## src/rtl/irqn_pkg.sv

```systemverilog
package irqn_pkg;
    typedef enum logic [2:0] {
        S_IDLE,
        S_RECOG,
        S_MPWAIT,
        S_BRANCH,
        S_RETURN
    } irqn_state_e;
endpackage

```

## src/rtl/irqn_latch.sv

```systemverilog
module irqn_latch #(
    parameter int N_IRQ = 8,
    parameter int HW_N  = 5
) (
    input  logic             clk,
    input  logic             rst_n,
    input  logic [HW_N-1:0]  hw_req,
    input  logic             sw_set,
    input  logic [N_IRQ-1:0] sw_bits,
    input  logic [N_IRQ-1:0] clr_bits,
    output logic [N_IRQ-1:0] latch_q
);
    logic [N_IRQ-1:0] set_bits;

    always_comb begin
        set_bits = {{(N_IRQ-HW_N){1'b0}}, hw_req};
        if (sw_set) set_bits = set_bits | sw_bits;
    end

    always_ff @(posedge clk) begin
        if (!rst_n) latch_q <= '0;
        else        latch_q <= (latch_q & ~clr_bits) | set_bits;
    end
endmodule

```

## src/rtl/irqn_select.sv

```systemverilog
module irqn_select #(
    parameter int N_IRQ = 8,
    parameter int IDX_W = 3
) (
    input  logic [N_IRQ-1:0] cand,
    output logic             found,
    output logic [IDX_W-1:0] idx
);
    always_comb begin
        found = 1'b0;
        idx   = '0;
        for (int i = N_IRQ-1; i >= 0; i--) begin
            if (cand[i]) begin
                found = 1'b1;
                idx   = IDX_W'(i);
            end
        end
    end
endmodule

```

## src/rtl/irqn_seq.sv

```systemverilog
module irqn_seq
    import irqn_pkg::*;
#(
    parameter int               N_IRQ        = 8,
    parameter int               IDX_W        = 3,
    parameter int               ADDR_W       = 20,
    parameter int               VEC_STRIDE   = 4,
    parameter logic [ADDR_W-1:0] INT_BASE    = 20'h20000,
    parameter logic [ADDR_W-1:0] EXT_BASE    = 20'h40000,
    parameter logic [N_IRQ-1:0] MP_SRC_MASK  = 8'b0001_0000,
    parameter logic [N_IRQ-1:0] STS_SRC_MASK = 8'b0000_0110,
    parameter int               MP_EXTRA     = 3
) (
    input  logic              clk,
    input  logic              rst_n,
    input  logic              pend_found,
    input  logic [IDX_W-1:0]  pend_idx,
    input  logic              nest_found,
    input  logic [IDX_W-1:0]  nest_idx,
    input  logic              rti,
    input  logic              ext_region,
    output logic              vec_valid,
    output logic [ADDR_W-1:0] vec_addr,
    output logic              pc_push,
    output logic              sts_push,
    output logic              pc_pop,
    output logic              sts_pop,
    output logic [N_IRQ-1:0]  clr_bits,
    output logic [N_IRQ-1:0]  nest_q
);
    localparam int CNT_W = $clog2(MP_EXTRA + 1);

    irqn_state_e       state_q, state_d;
    logic [IDX_W-1:0]  cur_idx_q, ret_idx_q;
    logic [ADDR_W-1:0] base_q;
    logic [CNT_W-1:0]  cnt_q;

    always_comb begin
        state_d = state_q;
        unique case (state_q)
            S_IDLE: begin
                if (rti && nest_found) state_d = S_RETURN;
                else if (pend_found)   state_d = S_RECOG;
            end
            S_RECOG:  state_d = MP_SRC_MASK[cur_idx_q] ? S_MPWAIT : S_BRANCH;
            S_MPWAIT: if (cnt_q == CNT_W'(MP_EXTRA - 1)) state_d = S_BRANCH;
            S_BRANCH: state_d = S_IDLE;
            S_RETURN: state_d = S_IDLE;
            default:  state_d = S_IDLE;
        endcase
    end

    always_ff @(posedge clk) begin
        if (!rst_n) state_q <= S_IDLE;
        else        state_q <= state_d;
    end

    always_ff @(posedge clk) begin
        if (!rst_n) begin
            cur_idx_q <= '0;
            ret_idx_q <= '0;
            base_q    <= '0;
            cnt_q     <= '0;
            nest_q    <= '0;
        end else begin
            unique case (state_q)
                S_IDLE: begin
                    if (rti && nest_found) begin
                        ret_idx_q <= nest_idx;
                    end else if (pend_found) begin
                        cur_idx_q <= pend_idx;
                        base_q    <= ext_region ? EXT_BASE : INT_BASE;
                    end
                    cnt_q <= '0;
                end
                S_MPWAIT: cnt_q <= cnt_q + 1'b1;
                S_BRANCH: nest_q[cur_idx_q] <= 1'b1;
                S_RETURN: nest_q[ret_idx_q] <= 1'b0;
                default: ;
            endcase
        end
    end

    always_comb begin
        vec_valid = 1'b0;
        pc_push   = 1'b0;
        sts_push  = 1'b0;
        pc_pop    = 1'b0;
        sts_pop   = 1'b0;
        clr_bits  = '0;
        vec_addr  = base_q + ADDR_W'(cur_idx_q) * ADDR_W'(VEC_STRIDE);
        unique case (state_q)
            S_BRANCH: begin
                vec_valid = 1'b1;
                pc_push   = 1'b1;
                sts_push  = STS_SRC_MASK[cur_idx_q];
            end
            S_RETURN: begin
                pc_pop              = 1'b1;
                sts_pop             = STS_SRC_MASK[ret_idx_q];
                clr_bits[ret_idx_q] = 1'b1;
            end
            default: ;
        endcase
    end
endmodule

```

## src/rtl/irq_latch_nest.sv

```systemverilog
module irq_latch_nest #(
    parameter int               N_IRQ        = 8,
    parameter int               N_SW         = 3,
    parameter int               ADDR_W       = 20,
    parameter int               VEC_STRIDE   = 4,
    parameter logic [ADDR_W-1:0] INT_BASE    = 20'h20000,
    parameter logic [ADDR_W-1:0] EXT_BASE    = 20'h40000,
    parameter logic [N_IRQ-1:0] MP_SRC_MASK  = 8'b0001_0000,
    parameter logic [N_IRQ-1:0] STS_SRC_MASK = 8'b0000_0110,
    parameter int               MP_EXTRA     = 3
) (
    input  logic                    clk,
    input  logic                    rst_n,
    input  logic [N_IRQ-N_SW-1:0]   irq_req,
    input  logic                    sw_set,
    input  logic [N_IRQ-1:0]        sw_bits,
    input  logic                    glob_en,
    input  logic [N_IRQ-1:0]        irq_mask,
    input  logic                    core_run,
    input  logic                    ext_region,
    input  logic                    rti,
    output logic                    vec_valid,
    output logic [ADDR_W-1:0]       vec_addr,
    output logic                    pc_push,
    output logic                    sts_push,
    output logic                    pc_pop,
    output logic                    sts_pop,
    output logic [N_IRQ-1:0]        latch_q,
    output logic [N_IRQ-1:0]        nest_q
);
    localparam int HW_N  = N_IRQ - N_SW;
    localparam int IDX_W = $clog2(N_IRQ);

    logic [N_IRQ-1:0] clr_bits, allow, gate, eligible;
    logic             pend_found, nest_found;
    logic [IDX_W-1:0] pend_idx, nest_idx;

    irqn_latch #(.N_IRQ(N_IRQ), .HW_N(HW_N)) u_latch (
        .clk(clk), .rst_n(rst_n), .hw_req(irq_req), .sw_set(sw_set),
        .sw_bits(sw_bits), .clr_bits(clr_bits), .latch_q(latch_q)
    );

    for (genvar g = 0; g < N_IRQ; g++) begin : g_allow
        assign allow[g] = ~|nest_q[g:0];
        if (g == 0) begin : g_rst
            assign gate[g] = 1'b1;
        end else begin : g_norm
            assign gate[g] = glob_en & irq_mask[g];
        end
    end

    assign eligible = latch_q & gate & allow & {N_IRQ{core_run}};

    irqn_select #(.N_IRQ(N_IRQ), .IDX_W(IDX_W)) u_sel_pend (
        .cand(eligible), .found(pend_found), .idx(pend_idx)
    );

    irqn_select #(.N_IRQ(N_IRQ), .IDX_W(IDX_W)) u_sel_nest (
        .cand(nest_q), .found(nest_found), .idx(nest_idx)
    );

    irqn_seq #(
        .N_IRQ(N_IRQ), .IDX_W(IDX_W), .ADDR_W(ADDR_W), .VEC_STRIDE(VEC_STRIDE),
        .INT_BASE(INT_BASE), .EXT_BASE(EXT_BASE), .MP_SRC_MASK(MP_SRC_MASK),
        .STS_SRC_MASK(STS_SRC_MASK), .MP_EXTRA(MP_EXTRA)
    ) u_seq (
        .clk(clk), .rst_n(rst_n), .pend_found(pend_found), .pend_idx(pend_idx),
        .nest_found(nest_found), .nest_idx(nest_idx), .rti(rti),
        .ext_region(ext_region), .vec_valid(vec_valid), .vec_addr(vec_addr),
        .pc_push(pc_push), .sts_push(sts_push), .pc_pop(pc_pop),
        .sts_pop(sts_pop), .clr_bits(clr_bits), .nest_q(nest_q)
    );
endmodule

```

## config.mk

```make
export PLATFORM = sky130hd
export DESIGN_NAME = irq_latch_nest
export DESIGN_NICKNAME = d
export VERILOG_FILES = /design/src/rtl/irqn_pkg.sv /design/src/rtl/irqn_latch.sv /design/src/rtl/irqn_select.sv /design/src/rtl/irqn_seq.sv /design/src/rtl/irq_latch_nest.sv
export SDC_FILE = /design/constraint.sdc
export NUM_CORES = 1
export LEC_CHECK = 0
export BUFFER_PORTS_ARGS = -buffer_cell sky130_fd_sc_hd__buf_2
export CAP_MARGIN = 15
export CORE_MARGIN = 2
export CORE_UTILIZATION = 50
export CTS_BUF_LIST = sky130_fd_sc_hd__clkbuf_4
export DETAILED_ROUTE_END_ITERATION = 8
export GPL_TIMING_DRIVEN = 1
export PLACE_DENSITY = 0.8
export SLEW_MARGIN = 40
export SYNTH_ARGS = -nofsm -noshare
export SYNTH_HDL_FRONTEND = slang
export SYNTH_SLANG_ARGS = --single-unit
```

## constraint.sdc

```tcl
create_clock -name clk -period 2.6 [get_ports clk]
set_input_delay 0.39 -clock clk [delete_from_list [all_inputs] [get_ports clk]]
set_output_delay 0.39 -clock clk [all_outputs]
set_load 0.05 [all_outputs]
```

* Word level (Yosys, flattened, before mapping)
Memory sizes are Yosys's and may differ from the RTL's. A register that Yosys moved wholly into a read port is not among the register bits. Index checks and enable logic that the tools add are counted.
Word-level totals: memories 3, register bits after elaboration 47, RAM bits 0, latch bits 0, ROM bits 24, output and inout port bits 41, bits of input ports 28
Memories:
- (no name shown) | depth 8, width 1, rd ports 1, clocked after memory_dff 1, write ports 0, RTL line irqn_seq.sv:96 | sts_push = STS_SRC_MASK[cur_idx_q];
- (no name shown) | depth 8, width 1, rd ports 1, clocked after memory_dff 1, write ports 0, RTL line irqn_seq.sv:100 | sts_pop = STS_SRC_MASK[ret_idx_q];
- (no name shown) | depth 8, width 1, rd ports 1, clocked after memory_dff 1, write ports 0, RTL line irqn_seq.sv:45 | S_RECOG: state_d = MP_SRC_MASK[cur_idx_q] ? S_MPWAIT : S_BRANCH;
Cells by class: bitwise gates (word level) 18, reductions and logical operators 24, order comparisons 4, $add $sub $neg 2, divide/modulo/power cells 0, mux-type cells 59, shift-type cells 0, equality and inequality tests 7, $mul 0
Operator list (number):
- $mux W3 | 25
- $and A8 B8 Y8 | 5
- $mux W1 | 26
- $add A20 B5 Y20 | 1
- $mux W19 | 1
- $mux W8 | 2
- $not A8 Y8 | 2
- $or A8 B8 Y8 | 2
- $pmux W8 S2 | 1
- $pmux W3 S3 | 1
- $logic_not A1 Y1 | 8
- $lt A3 B4 Y1 const B | 2
- $or A5 B8 Y8 | 1
- $reduce_or A8 Y1 | 1
- $and A1 B1 Y1 | 7
- $reduce_or A7 Y1 | 1
- $demux W1 S3 | 2
- $eq A3 B2 Y1 const B | 2
- $ge A3 B1 Y1 const B | 2
- $reduce_or A6 Y1 | 1
- $reduce_or A5 Y1 | 1
- $pmux W2 S2 | 1
- $reduce_and A2 Y1 | 2
- $reduce_bool A2 Y1 | 2
- other kinds (13) | 15

* Depth between registers and ports, before layout
Gate-level depths: netlist (run 1).
depth after elaboration 15, depth in mapped cells 7

* Modules after synthesis
From an unflattened synthesis (run 1), not the netlist that was laid out.
Unflattened totals: cells, all modules 224, area, all modules 1894.3 um^2
By module, submodules not included:
- irqn_seq | seq. area each 480.5 um^2, times used 1, cells each 147, area each 1290.0 um^2
- irqn_latch | seq. area each 160.2 um^2, times used 1, cells each 32, area each 319.1 um^2
- irqn_select | seq. area each 0.0 um^2, times used 2, cells each 13, area each 80.1 um^2
- irq_latch_nest | seq. area each 0.0 um^2, times used 1, cells each 19, area each 125.1 um^2

* Worst setup path before layout (run 1)
No wires, ideal clock.
path kind reg2out, start register u_seq.state_q[1], end output port sts_push, data arrival time 2447 ps, cell stages (with the launch flop) 4, data required time 2210 ps, setup slack -237 ps, path through dfxtp_1 -> clkbuf_1 -> nor3b_1 -> and2_1
On the way: word-level cells in the longest chain between the ends 2
Ends and longest elaborated chain:
- start, declared | RTL line irqn_seq.sv:33 | irqn_state_e state_q, state_d;
- start signal, assigned | RTL line irqn_seq.sv:55 | else state_q <= state_d;
- $eq A3 B2 Y1 | RTL line irqn_seq.sv:92 | unique case (state_q)
- $mux W1 | RTL line irqn_seq.sv:92
- end, declared | RTL line irq_latch_nest.sv:25 | output logic sts_push,
Every way passes these cells.

==> flow_metrics.env, run 1 <==
export IMPL_status="finished clean"
export IMPL_die_area_sq_um=3934
export IMPL_synth_seq_area_share_pct=37.16
export IMPL_grt_overflow_total=0
export IMPL_drcViolationCount=0
export IMPL_ir_worst_vdd_uv=415.2
export IMPL_n_fill_cell=313
export IMPL_cts_inserted_buffers=5
export IMPL_htree_levels=2
export IMPL_p_per_area_nw_per_um2=644.6
export IMPL_design_area_sq_um=2016
export IMPL_drtIter0Drc=83
export IMPL_leakagePower_nw=0.9125
export IMPL_hold_violations=0
export IMPL_fmax_ghz=0.4472
export IMPL_crit_chain="or4_4 > o311ai_2 > o311a_2 > o21ai_2 > xor2_1 > a2111oi_2"
export IMPL_required_ns=2.84
export IMPL_num_vias=1612
export IMPL_cts_tree="yes"
export IMPL_critPathKind="reg2reg"
export IMPL_synthTopCellsByArea="dfxtp_1, nor2_1, buf_4"
export IMPL_place_ws_ns=0.4009
export IMPL_hold_path_class="in2reg"
export IMPL_finalCritPeriodShare_pct=86.01
export IMPL_finalNetCount=291
export IMPL_critical_path_max_stage_delay_ns=0.59
export IMPL_wl_um=3947
export IMPL_rsz0062_at_grt="no"
export IMPL_die_w_um=62.72
export IMPL_fin_crit_ns=2.236
export IMPL_diodes=0
export IMPL_end_kind="flip-flop"
export IMPL_grt_pass1_wl_um=6789
export IMPL_synth_top_family_by_area="simple AND/OR/NAND/NOR gates"
export IMPL_antenna_found_initial=0
export IMPL_worstPathMaxFanout=8
export IMPL_syn_cell_area_sq_um=1724
export IMPL_synth_edf_count=0
export IMPL_met1_usage_pct=26.73
export IMPL_synth_compound_area_share_pct=22.06
export IMPL_crit_slowest_cell="or4_4"
export IMPL_cts_buffer_depth=2
export IMPL_postRouteAntennaNets=0
export IMPL_async_flop_share_pct=0
export IMPL_gp_congestion=0.8754
export IMPL_setup_viol=0
export IMPL_row_count=21
export IMPL_yosys_area_share_simple_pct=26.42
export IMPL_use_met2_pct=36.56
export IMPL_io_pins=69
export IMPL_finalMaxSlewViolations=0
export IMPL_grt_pass1_vias=1532
export IMPL_clock_sinks=32
export IMPL_dr_pass1_iters=4
export IMPL_synth_top_area_share_pct=37.16
export IMPL_synth_seq_cells=32
export IMPL_grt_max_degree=25
export IMPL_setup_slack_ns=0.3638
export IMPL_whs_ns=0.2273
export IMPL_syn_to_final_growth_pct=16.91
export IMPL_netlist_instances=210
export IMPL_max_cap_viol_count=0
export IMPL_synth_warnings=0
export IMPL_finalSetupTns_ns=0
export IMPL_arrival_ns=2.48
export IMPL_grt_usage_pct=21.61
export IMPL_die_h_um=62.72
export IMPL_clkSlewWorstSetupHoldPaths_ns=0.10
export IMPL_power_mw=1.299
export IMPL_wire_per_inst_um=12.77
export IMPL_synth_distinct_cells=48
export IMPL_max_slew_margin_pct=50.04
export IMPL_start_util_pct=51.67
export IMPL_dpl_cell_area_sq_um=1964
export IMPL_port_buffers=52
export IMPL_grt_use_met3_pct=3.604
export IMPL_post_cts_resized=0
export IMPL_insertion_delay_ns=0.34
export IMPL_startpoint_type="flip-flop"
export IMPL_synth_adder_area_share_pct=0.7257
export IMPL_grt_busiest_layer="met2"
export IMPL_finClkSkew_ns=0.006540
export IMPL_dp_hpwl_um=3018
export IMPL_coreArea_sq_um=3337
export IMPL_cts_hold_buf=0
export IMPL_avgViaCountPerCell=5.217
export IMPL_yosys_most_used_dff="dfxtp_1"
export IMPL_clockRootBuffer="clkbuf_4"
export IMPL_worstMarginPinSlew_ns=0.7486
export IMPL_post_cts_buffers=0
export IMPL_drive_gt1_share_pct=28.90
export IMPL_synth_top_area_cell="dfxtp_1"
export IMPL_synthXorXnorAreaFrac_pct=1.524
export IMPL_synth_area_per_cell_sq_um=8.210
export IMPL_muxShareOfSynthArea_pct=2.467
[final timing paths]
kind | startpoint | end | slack, ns | cells after the start
worst min-delay path | ext_region | u_seq.base_q[17] | 0.23 | 2
worst max-delay path | u_seq.nest_q[4] | flip-flop | 0.36 | 6
worst min register to register | u_seq.cnt_q[1] | u_seq.cnt_q[1] | 0.49 | 2
worst max register to register | u_seq.nest_q[4] | flip-flop | 0.36 | 6
[layer usage]
layer | vias to the layer above | wire [um]
met3 | 7 | 238
met1 | 730 | 1747
met5 | - | 0
met2 | 58 | 1888
li1 | 817 | -
met4 | 0 | 72
[cell usage in the layout (no fill, tap or decap), drive strengths merged, types with 6 or more instances in the layout]
cell	instances
a22oi	9
inv	6
dfxtp	32
conb	15
nor2	37
buf	52
and2	8
nand2	21
o21ai	9
a21oi	8
[metrics by stage]
step	cells	util, %
3_5_place_dp	301	58.87
2_1_floorplan	224	-
5_1_grt	309	60.40
6_report	309	60.40
3_3_place_gp	301	58.87
4_1_cts	309	60.40
[critical path, delay by kind of cell (launching register included)]
family          cells  cell delay [ns]
compound gates      4             1.01
simple gates        1             0.59
flops               1             0.38
xor+xnor            1             0.16
[cell families (layout without fill, tap and decap cells)]
family                     after synthesis  count (layout)
muxes                                    4               4
xor gates and xnor gates                 3               3
adders and majority gates                1               1
buffers and inverters                   27              66
and+or+nand+nor                         93              93
AOI/OAI and AO/OA                       49              49
DFF                                     32              32
other                                    1              15
[power breakdown]
group          total, mW  switching, mW  internal [mW]  leakage [nW]
Combinational      0.439          0.297          0.142         0.619
Sequential         0.586         0.0508          0.536         0.261
Clock              0.274          0.175         0.0990        0.0324
Total               1.30          0.522          0.777         0.913
[Yosys cell counts, types with 2 or more instances]
cell	number
nor2_1	36
dfxtp_1	32
nand2_1	21
buf_4	16
a22oi_1	9
and2_1	8
a21oi_1	7
inv_1	6
a221oi_1	5
nand3b_1	5
nor2b_1	5
nor3_1	5
o21ai_0	5
clkbuf_1	4
nand3_1	4
o21ai_1	3
a32oi_1	2
mux2_2	2
mux2i_1	2
nor3b_1	2
o21a_1	2
or4_4	2
xor2_1	2
[state kept, by name (all words and copies together), names as in the netlist, named ones only]
name             count
u_latch.latch_q      8
u_seq.base_q         2
u_seq.cnt_q          2
u_seq.cur_idx_q      3
u_seq.nest_q         8
u_seq.ret_idx_q      3
u_seq.state_q        3
[final cells by class]
type	count	area, sq um	area share, %
Multi-Input combinational cell	165	983.4	48.79
Clock inverter	3	13.76	0.6828
Tap cell	46	57.56	2.855
Inverter	6	22.52	1.117
Timing Repair Buffer	52	260.3	12.91
Sequential cell	32	640.6	31.78
Clock buffer	5	37.54	1.862
Note: power is estimated with default switching activity, not from simulation.
==> run 2: changes to the inputs <==
--- a/config.mk
+++ b/config.mk
@@ -7,13 +7,13 @@
 export LEC_CHECK = 0
 export BUFFER_PORTS_ARGS = -buffer_cell sky130_fd_sc_hd__buf_2
 export CAP_MARGIN = 15
-export CORE_MARGIN = 2
+export CORE_MARGIN = 4
 export CORE_UTILIZATION = 50
 export CTS_BUF_LIST = sky130_fd_sc_hd__clkbuf_4
 export DETAILED_ROUTE_END_ITERATION = 8
 export GPL_TIMING_DRIVEN = 1
+export MAX_ROUTING_LAYER = met4
 export PLACE_DENSITY = 0.8
-export SLEW_MARGIN = 40
 export SYNTH_ARGS = -nofsm -noshare
 export SYNTH_HDL_FRONTEND = slang
 export SYNTH_SLANG_ARGS = --single-unit
==> run 2 against run 1 <==
Die area rose by 13%. Worst hold slack improved by 0.014 ns. Cell count fell by 0.32%. Sequential power barely moved. Power fell by 1.2%. Register-to-register slack got worse by 0.02 ns. Critical path type unchanged.
==> flow_metrics.env, run 2 (same netlist as run 1, synthesis figures left out) <==
export IMPL_grt_pass1_vias=1457
export IMPL_required_ns=2.83
export IMPL_die_w_um=66.72
export IMPL_clockRootBuffer="clkbuf_4"
export IMPL_finalMaxSlewViolations=0
export IMPL_clkSlewWorstSetupHoldPaths_ns=0.09
export IMPL_biggestRegsByFlops="u_latch.latch_q x8, u_seq.nest_q x8"
export IMPL_grt_pass1_wl_um=6741
export IMPL_hold_violations=0
export IMPL_post_cts_resized=0
export IMPL_critical_path_max_stage_delay_ns=0.60
export IMPL_antenna_found_initial=0
export IMPL_wl_um=4134
export IMPL_crit_chain="or4_4 > o311ai_2 > o311a_2 > o21ai_2 > xor2_1 > a2111oi_2"
export IMPL_end_kind="flip-flop"
export IMPL_htree_levels=2
export IMPL_syn_to_final_growth_pct=16.55
export IMPL_worstMarginPinSlew_ns=0.7696
export IMPL_fmax_ghz=0.4426
export IMPL_postRouteAntennaNets=0
export IMPL_max_slew_margin_pct=48.64
export IMPL_leakagePower_nw=0.9063
export IMPL_max_cap_viol_count=0
export IMPL_row_count=21
export IMPL_hold_path_class="in2reg"
export IMPL_dp_hpwl_um=3248
export IMPL_layout_commonest_cell="buf_2"
export IMPL_avgViaCountPerCell=5.354
export IMPL_grt_usage_pct=20.41
export IMPL_cts_inserted_buffers=5
export IMPL_p_per_area_nw_per_um2=638.6
export IMPL_finalCritPeriodShare_pct=86.91
export IMPL_drive_gt1_share_pct=28.24
export IMPL_coreArea_sq_um=3337
export IMPL_place_ws_ns=0.3668
export IMPL_ir_worst_vdd_uv=430.5
export IMPL_grt_max_degree=25
export IMPL_layout_common_cells="buf_2, nor2_1, dfxtp_1, nand2_1, conb_1"
export IMPL_multi_input_area_sq_um=983.4
export IMPL_clock_sinks=32
export IMPL_start_util_pct=51.67
export IMPL_cts_tree="yes"
export IMPL_fin_crit_ns=2.260
export IMPL_die_area_sq_um=4452
export IMPL_regArea_sq_um=640.6
export IMPL_cts_hold_buf=0
export IMPL_finClkSkew_ns=0.005619
export IMPL_num_vias=1649
export IMPL_layout_cells_non_filler=308
export IMPL_cts_buffer_depth=2
export IMPL_drcViolationCount=0
export IMPL_dr_pass1_iters=7
export IMPL_arrival_ns=2.49
export IMPL_insertion_delay_ns=0.33
export IMPL_setup_slack_ns=0.3404
export IMPL_status="finished clean"
export IMPL_worstPathMaxFanout=8
export IMPL_cp_num_buf_inv=0
export IMPL_r2r_slack_ns=0.34
export IMPL_post_cts_buffers=0
export IMPL_finalNetCount=291
export IMPL_diodes=0
export IMPL_crit_slowest_cell="or4_4"
export IMPL_placed_cells=301
export IMPL_finalSetupTns_ns=0
export IMPL_startpoint_type="flip-flop"
export IMPL_n_fill_cell=342
export IMPL_port_buffers=52
export IMPL_io_pins=69
export IMPL_grt_overflow_total=0
export IMPL_die_h_um=66.72
export IMPL_setup_viol=0
export IMPL_rsz0062_at_grt="no"
export IMPL_wire_per_inst_um=13.42
export IMPL_critPathTopFamily="compound AO/OA/AOI/OAI gates"
export IMPL_critPathKind="reg2reg"
export IMPL_gp_congestion=0.8937
export IMPL_drtIter0Drc=64
run 2: layout make-up:
cell class | instances | share of cell area (%)
clock buffer | 5 | 1.868
clock inverter | 2 | 0.3736
multi-input combinational | 165 | 48.94
tap | 46 | 2.864
timing repair buffer | 52 | 12.95
sequential | 32 | 31.88
inverter | 6 | 1.121
run 2: worst paths after layout:
check	cells after the start	start	end
hold reg to reg	2	u_seq.base_q[18]	u_seq.base_q[18]
setup / recovery	6	u_seq.nest_q[4]	flip-flop
hold / removal	2	ext_region	u_seq.base_q[17]
setup reg to reg	6	u_seq.nest_q[4]	flip-flop
run 2: where the power goes:
part	total [mW]	switching [mW]	leakage (nW)	internal [mW]
logic	0.444	0.302	0.619	0.142
registers	0.587	0.0509	0.261	0.536
clock network	0.252	0.158	0.0261	0.0942
total	1.28	0.511	0.906	0.772
run 2: routing by layer:
metal	routed length (um)	vias to the layer above	part of all wire [%]	GRT usage, %
li1	-	820	-	-
met1	1800	764	44	25.52
met2	2008	56	49	32.18
met3	258	9	6.2	5.228
met4	67	0	1.6	6.599
met5	0	-	0	-
run 2: stage by stage:
| stage | power [mW] | area [sq um] | hold slack, ns | utilization, % |
|---|---|---|---|---|
| 2_1_floorplan | 0.9709 | 1787 | 0.4533 | - |
| 3_3_place_gp | 1.031 | 1964 | 0.4653 | 58.87 |
| 6_report | 1.283 | 2009 | 0.2410 | 60.22 |
| 5_1_grt | 1.369 | 2009 | 0.2349 | 60.22 |
| 4_1_cts | 1.292 | 2009 | 0.2322 | 60.22 |
| 3_5_place_dp | 1.042 | 1964 | 0.4821 | 58.87 |
==> run 3: changes to the inputs <==
--- a/config.mk
+++ b/config.mk
@@ -7,13 +7,16 @@
 export LEC_CHECK = 0
 export BUFFER_PORTS_ARGS = -buffer_cell sky130_fd_sc_hd__buf_2
 export CAP_MARGIN = 15
+export CELL_PAD_IN_SITES_DETAIL_PLACEMENT = 0
+export CELL_PAD_IN_SITES_GLOBAL_PLACEMENT = 1
 export CORE_MARGIN = 4
-export CORE_UTILIZATION = 50
+export CORE_UTILIZATION = 35
 export CTS_BUF_LIST = sky130_fd_sc_hd__clkbuf_4
 export DETAILED_ROUTE_END_ITERATION = 8
 export GPL_TIMING_DRIVEN = 1
 export MAX_ROUTING_LAYER = met4
-export PLACE_DENSITY = 0.8
+export PLACE_DENSITY = 0.79
+export REMOVE_ABC_BUFFERS = 1
 export SYNTH_ARGS = -nofsm -noshare
 export SYNTH_HDL_FRONTEND = slang
 export SYNTH_SLANG_ARGS = --single-unit
==> run 3 against run 2 <==
Sequential power down 1%. Sequential cell count is the same. Non-clock buffer count is 1 higher. Power grew 2.7%. Largest cell class unchanged. Largest power group unchanged. Highest routed layer unchanged.
==> flow_metrics.env, run 3 (same netlist as run 1, synthesis figures left out) <==
export IMPL_htree_levels=2
export IMPL_coreArea_sq_um=4755
export IMPL_dp_hpwl_um=3476
export IMPL_antenna_found_initial=0
export IMPL_max_cap_viol_count=0
export IMPL_p_seq_share_pct=44.1
export IMPL_start_util_pct=36.26
export IMPL_leakagePower_nw=0.9148
export IMPL_critPathKind="reg2reg"
export IMPL_max_slew_margin_pct=44.36
export IMPL_setup_slack_ns=0.4079
export IMPL_row_count=25
export IMPL_p_sw_uw=513.7
export IMPL_die_h_um=78.19
export IMPL_num_vias=1613
export IMPL_port_buffers=52
export IMPL_grt_usage_pct=15.94
export IMPL_end_kind="flip-flop"
export IMPL_required_ns=2.83
export IMPL_grt_overflow_total=0
export IMPL_rsz0062_at_grt="no"
export IMPL_die_w_um=78.19
export IMPL_drcViolationCount=0
export IMPL_cts_buffer_depth=2
export IMPL_layout_commonest_cell="buf_2"
export IMPL_hold_path_class="in2reg"
export IMPL_cp_num_buf_inv=0
export IMPL_finalMaxSlewViolations=0
export IMPL_worstMarginPinSlew_ns=0.8337
export IMPL_avgViaCountPerCell=4.873
export IMPL_gp_congestion=0.8591
export IMPL_fmax_ghz=0.4562
export IMPL_multi_input_area_sq_um=973.4
export IMPL_clockRootBuffer="clkbuf_4"
export IMPL_die_area_sq_um=6113
export IMPL_diodes=0
export IMPL_clkPwrFrac_pct=21.8
export IMPL_layout_common_cells="buf_2, nor2_1, dfxtp_1, nand2_1, conb_1"
export IMPL_arrival_ns=2.43
export IMPL_status="finished clean"
export IMPL_grt_pass1_vias=1528
export IMPL_finClkSkew_ns=0.001562
export IMPL_postRouteAntennaNets=0
export IMPL_comb_power_share_pct=34.1
export IMPL_crit_slowest_cell="or4_4"
export IMPL_dr_pass1_iters=4
export IMPL_wl_um=4506
export IMPL_post_cts_buffers=0
export IMPL_crit_chain="or4_4 > o311ai_2 > o311a_2 > o21ai_2 > xor2_1 > a2111oi_2"
export IMPL_grt_max_degree=25
export IMPL_n_fill_cell=529
export IMPL_cts_hold_buf=0
export IMPL_worstPathMaxFanout=8
export IMPL_cts_inserted_buffers=5
export IMPL_hold_violations=0
export IMPL_place_ws_ns=0.3826
export IMPL_critPathTopFamily="compound AO/OA/AOI/OAI gates"
export IMPL_finalSetupTns_ns=0
export IMPL_post_cts_resized=0
export IMPL_regArea_sq_um=640.6
export IMPL_drive_gt1_share_pct=28.41
export IMPL_fin_crit_ns=2.192
export IMPL_p_per_area_nw_per_um2=644.6
export IMPL_io_pins=69
export IMPL_wire_per_inst_um=13.61
export IMPL_finalNetCount=292
export IMPL_cts_tree="yes"
export IMPL_finalCritPeriodShare_pct=84.31
export IMPL_biggestRegsByFlops="u_latch.latch_q x8, u_seq.nest_q x8"
export IMPL_grt_pass1_wl_um=7507
export IMPL_setup_viol=0
export IMPL_syn_to_final_growth_pct=18.58
export IMPL_p_int_uw=804.1
export IMPL_clkSlewWorstSetupHoldPaths_ns=0.09
export IMPL_drtIter0Drc=64
export IMPL_switching_share_pct=38.98
export IMPL_ir_worst_vdd_uv=299.1
export IMPL_clock_sinks=32
export IMPL_startpoint_type="flip-flop"
export IMPL_critical_path_max_stage_delay_ns=0.59
export IMPL_insertion_delay_ns=0.33
run 3: cell count changes in the layout (fill, tap and decap cells not counted), sizes merged:
cell	previous run	this run
clkbuf	5	7
buf	52	53
clkinv	2	1
run 3: power groups by stage:
stage          Clock (mW)  Sequential [mW]  Combinational, mW
6_report            0.287            0.581              0.450
5_1_grt             0.322            0.591              0.488
4_1_cts             0.297            0.580              0.453
3_5_place_dp            0            0.592              0.451
3_3_place_gp            0            0.592              0.446
2_1_floorplan           0            0.662              0.277
run 3: path summary, 6_finish.rpt:
check,start,endpoint,slack (ns),depth (start not counted)
setup / recovery,u_seq.nest_q[4],flip-flop,0.41,6
hold / removal,ext_region,u_seq.base_q[17],0.24,2
setup reg to reg,u_seq.nest_q[4],flip-flop,0.41,6
hold reg to reg,u_seq.cnt_q[1],u_seq.cnt_q[1],0.49,2
run 3: routing by layer:
metal	GRT usage, %	vias to the layer above	share of wire, %
met4	5.944	0	1.7
met2	24.32	59	44
met5	-	-	0
met3	3.899	7	7.0
li1	-	822	-
met1	20.48	725	47
run 3: area by class of cell:
type | instances | share of cell area (%)
multi-input combinational | 165 | 47.61
inverter | 6 | 1.102
clock buffer | 7 | 2.570
tap | 67 | 4.100
clock inverter | 1 | 0.1836
timing repair buffer | 53 | 13.10
sequential | 32 | 31.33
run 3: worst reg2reg max path, stage by stage (launching register included):
cell       delay, ns
dfxtp_1         0.39
or4_4           0.60
o311ai_2        0.31
o311a_2         0.23
o21ai_2         0.07
xor2_1          0.16
a2111oi_2       0.34
run 3: stage by stage:
step | hold WS [ns] | utilization [%] | cells | area [sq um] | power [mW]
2_1_floorplan | 0.4533 | - | 203 | 1637 | 0.9395
3_3_place_gp | 0.4667 | 41.82 | 323 | 1988 | 1.038
3_5_place_dp | 0.4830 | 41.82 | 323 | 1988 | 1.043
4_1_cts | 0.2273 | 43.00 | 331 | 2044 | 1.330
5_1_grt | 0.2148 | 43.00 | 331 | 2044 | 1.401
6_report | 0.2388 | 43.00 | 331 | 2044 | 1.318
